### src/rtl/mtf_pkg.sv
package mtf_pkg;
  localparam int PIX_W = 8;
  typedef logic [PIX_W-1:0] pix_t;

  typedef struct packed {
    logic vld;
    logic mot;
    pix_t cur;
    pix_t prev;
  } stage_t;
endpackage

### src/rtl/mtf_thresh_reg.sv
module mtf_thresh_reg
  import mtf_pkg::*;
#(
  parameter pix_t THR_RST = '0
) (
  input  logic clk_i,
  input  logic rst_ni,
  input  logic valid_i,
  input  logic field_start_i,
  input  pix_t thresh_i,
  output pix_t thr_act_o,
  output pix_t thr_q_o
);
  logic load;
  assign load = valid_i & field_start_i;

  always_ff @(posedge clk_i or negedge rst_ni) begin
    if (!rst_ni)   thr_q_o <= THR_RST;
    else if (load) thr_q_o <= thresh_i;
  end

  // a new field uses its own threshold from its first pixel
  assign thr_act_o = load ? thresh_i : thr_q_o;
endmodule

### src/rtl/mtf_motion_det.sv
module mtf_motion_det
  import mtf_pkg::*;
(
  input  pix_t cur_i,
  input  pix_t prev_i,
  input  pix_t thr_i,
  output logic motion_o
);
  pix_t diff;
  always_comb begin
    if (cur_i >= prev_i) diff = cur_i - prev_i;
    else                 diff = prev_i - cur_i;
    motion_o = !(diff < thr_i);
  end
endmodule

### src/rtl/mtf_blend.sv
module mtf_blend
  import mtf_pkg::*;
#(
  parameter int FRAC   = 8,
  parameter int WT_CUR = 154,
  parameter bit ROUND  = 1'b1
) (
  input  pix_t cur_i,
  input  pix_t prev_i,
  output pix_t blend_o
);
  localparam int SW      = PIX_W + FRAC + 1;
  localparam int WT_PREV = (1 << FRAC) - WT_CUR;
  localparam logic [SW-1:0] MAXV = SW'((1 << PIX_W) - 1);

  logic [SW-1:0] prod_c, prod_p, sum, shifted;

  assign prod_c = SW'(cur_i)  * SW'(WT_CUR);
  assign prod_p = SW'(prev_i) * SW'(WT_PREV);

  generate
    if (ROUND) begin : g_round
      assign sum = prod_c + prod_p + SW'(1 << (FRAC - 1));
    end else begin : g_trunc
      assign sum = prod_c + prod_p;
    end
  endgenerate

  assign shifted = sum >> FRAC;
  assign blend_o = (shifted > MAXV) ? MAXV[PIX_W-1:0] : shifted[PIX_W-1:0];
endmodule

### src/rtl/motion_temporal_filter.sv
module motion_temporal_filter
  import mtf_pkg::*;
#(
  parameter int   FRAC    = 8,
  parameter int   WT_CUR  = 154,
  parameter bit   ROUND   = 1'b1,
  parameter pix_t THR_RST = '0
) (
  input  logic             clk_i,
  input  logic             rst_ni,
  input  logic             valid_i,
  input  logic             field_start_i,
  input  logic [PIX_W-1:0] cur_px_i,
  input  logic [PIX_W-1:0] prev_px_i,
  input  logic [PIX_W-1:0] thresh_i,
  output logic             valid_o,
  output logic [PIX_W-1:0] px_o
);
  pix_t   thr_act, thr_q, blend;
  logic   motion;
  stage_t s1;

  mtf_thresh_reg #(.THR_RST(THR_RST)) u_thr (
    .clk_i, .rst_ni, .valid_i, .field_start_i, .thresh_i,
    .thr_act_o(thr_act), .thr_q_o(thr_q)
  );

  mtf_motion_det u_det (
    .cur_i(cur_px_i), .prev_i(prev_px_i), .thr_i(thr_act), .motion_o(motion)
  );

  always_ff @(posedge clk_i or negedge rst_ni) begin
    if (!rst_ni) begin
      s1 <= '0;
    end else begin
      s1.vld <= valid_i;
      if (valid_i) begin
        s1.mot  <= motion;
        s1.cur  <= cur_px_i;
        s1.prev <= prev_px_i;
      end
    end
  end

  mtf_blend #(.FRAC(FRAC), .WT_CUR(WT_CUR), .ROUND(ROUND)) u_blend (
    .cur_i(s1.cur), .prev_i(s1.prev), .blend_o(blend)
  );

  always_ff @(posedge clk_i or negedge rst_ni) begin
    if (!rst_ni) begin
      valid_o <= 1'b0;
      px_o    <= '0;
    end else begin
      valid_o <= s1.vld;
      if (s1.vld) px_o <= s1.mot ? s1.cur : blend;
    end
  end
endmodule

### config.mk
export PLATFORM = sky130hd
export DESIGN_NAME = motion_temporal_filter
export DESIGN_NICKNAME = d
export VERILOG_FILES = /design/src/rtl/mtf_pkg.sv /design/src/rtl/mtf_thresh_reg.sv /design/src/rtl/mtf_motion_det.sv /design/src/rtl/mtf_blend.sv /design/src/rtl/motion_temporal_filter.sv
export SDC_FILE = /design/constraint.sdc
export NUM_CORES = 1
export LEC_CHECK = 0
export BUFFER_PORTS_ARGS = -buffer_cell sky130_fd_sc_hd__buf_2
export CELL_PAD_IN_SITES_DETAIL_PLACEMENT = 0
export CELL_PAD_IN_SITES_GLOBAL_PLACEMENT = 2
export CORE_ASPECT_RATIO = 1.25
export CORE_MARGIN = 2
export CORE_UTILIZATION = 40
export CTS_BUF_LIST = sky130_fd_sc_hd__clkbuf_4 sky130_fd_sc_hd__clkbuf_8 sky130_fd_sc_hd__clkbuf_16
export CTS_CLUSTER_DIAMETER = 80
export DETAILED_ROUTE_END_ITERATION = 10
export HOLD_SLACK_MARGIN = 0.12
export PLACE_DENSITY_LB_ADDON = 0.1
export SETUP_SLACK_MARGIN = 0.5
export SYNTH_ARGS = -nofsm -noshare
export SYNTH_HDL_FRONTEND = slang
export SYNTH_HIERARCHICAL = 1
export SYNTH_SLANG_ARGS = --single-unit
### constraint.sdc
create_clock -name clk_i -period 6.7 [get_ports clk_i]
set_clock_uncertainty 0.1 [all_clocks]
set_input_delay 1.675 -clock clk_i [delete_from_list [all_inputs] [get_ports clk_i]]
set_output_delay 1.675 -clock clk_i [all_outputs]
set_load 0.01 [all_outputs]
# Word level (Yosys, flattened, before mapping)
# Index checks and enable logic that the tools add are counted.
[op_classes]
addsub = 4
multipliers = 2
n_lt_le_gt_ge = 3
mux = 4
n_bitwise = 1
reduce_logical = 1
[op_table]
columns = ["op", "count"]
rows = [
  ["$mux W8", 4],
  ["$add A16 B15 Y17", 1],
  ["$add A17 B8 Y17 const B", 1],
  ["$sub A8 B8 Y8", 2],
  ["$mul A8 B7 Y15 const B", 1],
  ["$mul A8 B6 Y14 const B", 1],
  ["$gt A9 B8 Y1 const B", 1],
  ["$ge A8 B8 Y1", 1],
  ["$lt A8 B8 Y1", 1],
  ["$and A1 B1 Y1", 1],
  ["$logic_not A1 Y1", 1],
]
[word_totals]
regBits = 35
input_bits = 28
output_inout_bits = 9

# Depth between registers and ports, before layout
[depth]
depth_word = 6
ltp_mapped = 21
depth_no_buf = 21

# By module
# The synthesis kept the hierarchy.
[by_module_without_submodules]
columns = ["module", "instances", "cells_each", "area_each_um2", "seq_area_each_um2"]
rows = [
  ["mtf_blend", 1, 284, 2478.6, 0.0],
  ["motion_temporal_filter", 1, 73, 1106.1, 675.6],
  ["mtf_motion_det", 1, 111, 834.6, 0.0],
  ["mtf_thresh_reg", 1, 17, 296.5, 200.2],
]

# Worst setup path before layout
# No wires, ideal clock.
[synth_path]
kind = "reg-to-reg"
startpoint = "reg s1[12] (netlist bit)"
endpoint = "reg px_o[5]"
setup_time_ns = 0.123
arrival_ns = 4.907
t_required_ns = 6.477
setup_slack_ns = 1.570
path_stages_with_launch = 22
cell_sequence = "dfrtp_1 -> ha_1 -> ha_1 -> inv_1 -> fa_1 -> fa_1 -> inv_1 -> ha_1 -> nand2_1 -> o211ai_1 -> nand2_1 -> xnor2_1 -> ha_1 -> ha_1 -> a21oi_1 -> o22ai_1 -> o21a_1 -> a211o_2 -> a31oi_4 -> a21bo_1 -> mux2i_1 -> a21oi_1"
[synth_between]
elab_chain_len = 6
[synth_lines]
columns = ["item", "line_no", "rtl"]
rows = [
  ["start, declared", "motion_temporal_filter.sv:21", "stage_t s1;"],
  ["$mul A8 B7 Y15 *", "mtf_blend.sv:18", "assign prod_c = SW'(cur_i) * SW'(WT_CUR);"],
  ["$add A16 B15 Y17 *", "mtf_blend.sv:23", "assign sum = prod_c + prod_p + SW'(1 << (FRAC - 1));"],
  ["$add A17 B8 Y17 *", "mtf_blend.sv:23", ""],
  ["$gt A9 B8 Y1", "mtf_blend.sv:30", "assign blend_o = (shifted > MAXV) ? MAXV[PIX_W-1:0] : shifted[PIX_W-1:0];"],
  ["$mux W8 *", "mtf_blend.sv:30", ""],
  ["named net blend[5]", "motion_temporal_filter.sv:19", "pix_t thr_act, thr_q, blend;"],
  ["$mux W8 *", "motion_temporal_filter.sv:55", "if (s1.vld) px_o <= s1.mot ? s1.cur : blend;"],
  ["end signal, assigned", "motion_temporal_filter.sv:55", ""],
  ["end, declared", "motion_temporal_filter.sv:17", "output logic [PIX_W-1:0] px_o"],
]
# The timed path passes the listed nets; every way through them passes the cells marked *.
# A chain may end at the register's enable or synchronous reset.

# Worst setup path after layout
# Same ends and word-level chain as after synthesis.

==> reports/results.ini <==
[critical_path]
worst_path_most_repeated_cell=ha_1
ff2ff_setup_slack_ns=1.20
max_stage_delay_ns=0.52
arrival_ns=5.55
worst-setup-path-type=flop to flop
cp_num_cells=21
crit_chain=ha_1 > ha_1 > inv_1 > fa_1 > fa_1 > inv_1 > ha_1 > nand2_1 > o211ai_1 > nand2_1 > xnor2_1 > ha_1 > ha_1 > a21oi_1 > o22ai_1 > o21a_1 > a211o_2 > a31oi_4 > a21bo_1 > mux2i_1 > a21oi_1
startpoint_type=flop
crit_family=adder cells
end_kind=flop
cp.buffers_inverters=2
regToRegEndpoint=px_o[5]
worstPathRequired_ns=6.75
r2r-start=s1[12]
reg2reg_depth=21
worstSetupStartpoint=s1[12]
cp_slowest_cell=fa_1
critPathMaxFanout=6

[cells_and_area]
nFillCells=1165
postLayoutCoreUtil=0.447
drive_gt1_frac=0.157
final_common_cell=ha_1
antennaDiodeCount=0
layout_common_cells=112 x ha_1, 70 x inv_1, 36 x buf_2
final_area_um2=5160
area_growth_pct=9.47
final_cell_count_no_fill=660
final_nets=679

[floorplanning]
die_area_um2=12700
die_w_um=101
io_pins=37
initial_core_util=0.408
core_um2=11600
rows=44
die_h_um=125

[sta]
tightestPinTransition_ns=0.810
rsz0062_at_grt=no
period_minus_slack_ns=5.50
fmax_mhz=182
slew-limit-headroom=0.460
fin_tns_setup_ns=0
setup_viol=0
period_share=0.821
finalMaxSlewViolations=0
hold_violations=0

[synth]
syn_inst=485
async_flop_share=1.00
synth_edf_count=0
avgSynthCellArea_um2=9.72
synth.distinct_cells=56
synth_ff_type=dfrtp_1
synth_area_um2=4720
seq_area_frac_synth=0.186
synth_warnings=6
ys_ff_latch=35
syn_nets=643

[detailed_routing]
wirelength_mm=10.6
vias=3407
drc=0
antenna_left=0
first_pass_iters=4
wire_per_inst_um=16.1
drt-vias-per-instance=5.16
drt_iter0_drc=86

[grt]
grt_antenna_before_repair=0
grt_pass1_wl_mm=18.0
gr-total-overflow=0
track_usage=0.180
grt_pass1_vias=3522
grt_max_degree=36

[min_path]
holdCritPathClass=flop to flop
hold_end=u_thr/thr_q_o[1]
min_from=u_thr/thr_q_o[1]
hold_depth=1

[placed_design]
dp.cells=652
place_area_um2=5010
place_hpwl_mm=9.25
io_buffers=36
gp_congestion=0.875

[outcome]
status=completed

[cts]
cts_resized=0
cts_htree_levels=2
hold_buffers=0
cts_sinks=35
postCtsSetupRepairBufs=0
insertion_delay_ns=0.28
cts_root_buf=clkbuf_16
cts_tree=built
cts_buffer_depth=2
path_clk_slew_ns=0.06
cts_made_buffers=5

[job]
cap_violations=0

[cell families (layout without fill, tap and decap cells)]
kind of cell / after synthesis / after routing / share of synthesized area
mux: 40 / 40 / 0.0998
fa+ha+maj: 130 / 130 / 0.374
xor+xnor: 26 / 26 / 0.0483
compound gates: 91 / 91 / 0.134
simple gates: 86 / 86 / 0.0899
buf+inv: 77 / 114 / 0.0687
flops: 35 / 35 / 0.186
[cells in the mapped netlist (all sizes together), types with 3 or more instances]
| cell type | n | area share |
|---|---|---|
| a211o | 3 | 0.0058 |
| dfrtp | 35 | 0.19 |
| nand2 | 23 | 0.019 |
| nor2 | 20 | 0.016 |
| and2 | 4 | 0.0053 |
| buf | 6 | 0.012 |
| fa | 18 | 0.076 |
| a31oi | 5 | 0.0098 |
| and3 | 3 | 0.0040 |
| o211ai | 5 | 0.0080 |
| a21o | 9 | 0.014 |
| ha | 112 | 0.30 |
| nand2b | 5 | 0.0066 |
| o21a | 6 | 0.0096 |
| nand3 | 6 | 0.0064 |
| nor2b | 4 | 0.0053 |
| mux2 | 26 | 0.070 |
| mux2i | 14 | 0.030 |
| nand4 | 3 | 0.0040 |
| a21oi | 33 | 0.036 |
| xnor2 | 16 | 0.030 |
| nor3 | 7 | 0.0074 |
| inv | 70 | 0.056 |
| xor2 | 10 | 0.019 |
| o21ai | 14 | 0.016 |
[flip-flops by register name (all words and copies together), names as in the netlist]
register	flops
px_o	8
valid_o	1
s1	18
u_thr/thr_q_o	8
[routing by layer]
| metal | vias to the layer above | global-route usage | share of wire |
|---|---|---|---|
| met2 | 28 | 0.322 | 0.52 |
| met3 | 7 | 0.0117 | 0.012 |
| met1 | 1599 | 0.236 | 0.46 |
| li1 | 1773 | - | - |
| met5 | - | 0 | 0 |
| met4 | 0 | 0.0405 | 0.010 |
[how the worst max path moves through the flow]
stage / slack, ns / to
finish: 1.20 / px_o[5]
CTS: 1.21 / px_o[5]
global placement: 1.28 / px_o[5]
floorplan: 1.57 / px_o[5]
global route: 0.92 / px_o[5]
detailed placement: 1.21 / px_o[5]
[stage by stage]
step	hold WS [ns]	setup slack [ns]
after floorplan	0.253	1.57
after global placement	0.379	1.28
after detailed placement	0.386	1.21
after CTS	0.400	1.21
after global routing	0.421	0.918
final	0.397	1.20
[final cells by class]
cell class / instances / area (um2) / area share
timing repair buffer: 36 / 180 / 0.0349
sequential: 35 / 876 / 0.170
clock inverter: 2 / 16.3 / 0.00315
tap: 138 / 173 / 0.0334
multi-input combinational: 373 / 3520 / 0.681
inverter: 70 / 263 / 0.0509
clock buffer: 6 / 139 / 0.0269
Power is left out: the tool's default activity adds up to more than one toggle a clock period on the data nets, which glitch-free logic cannot reach.
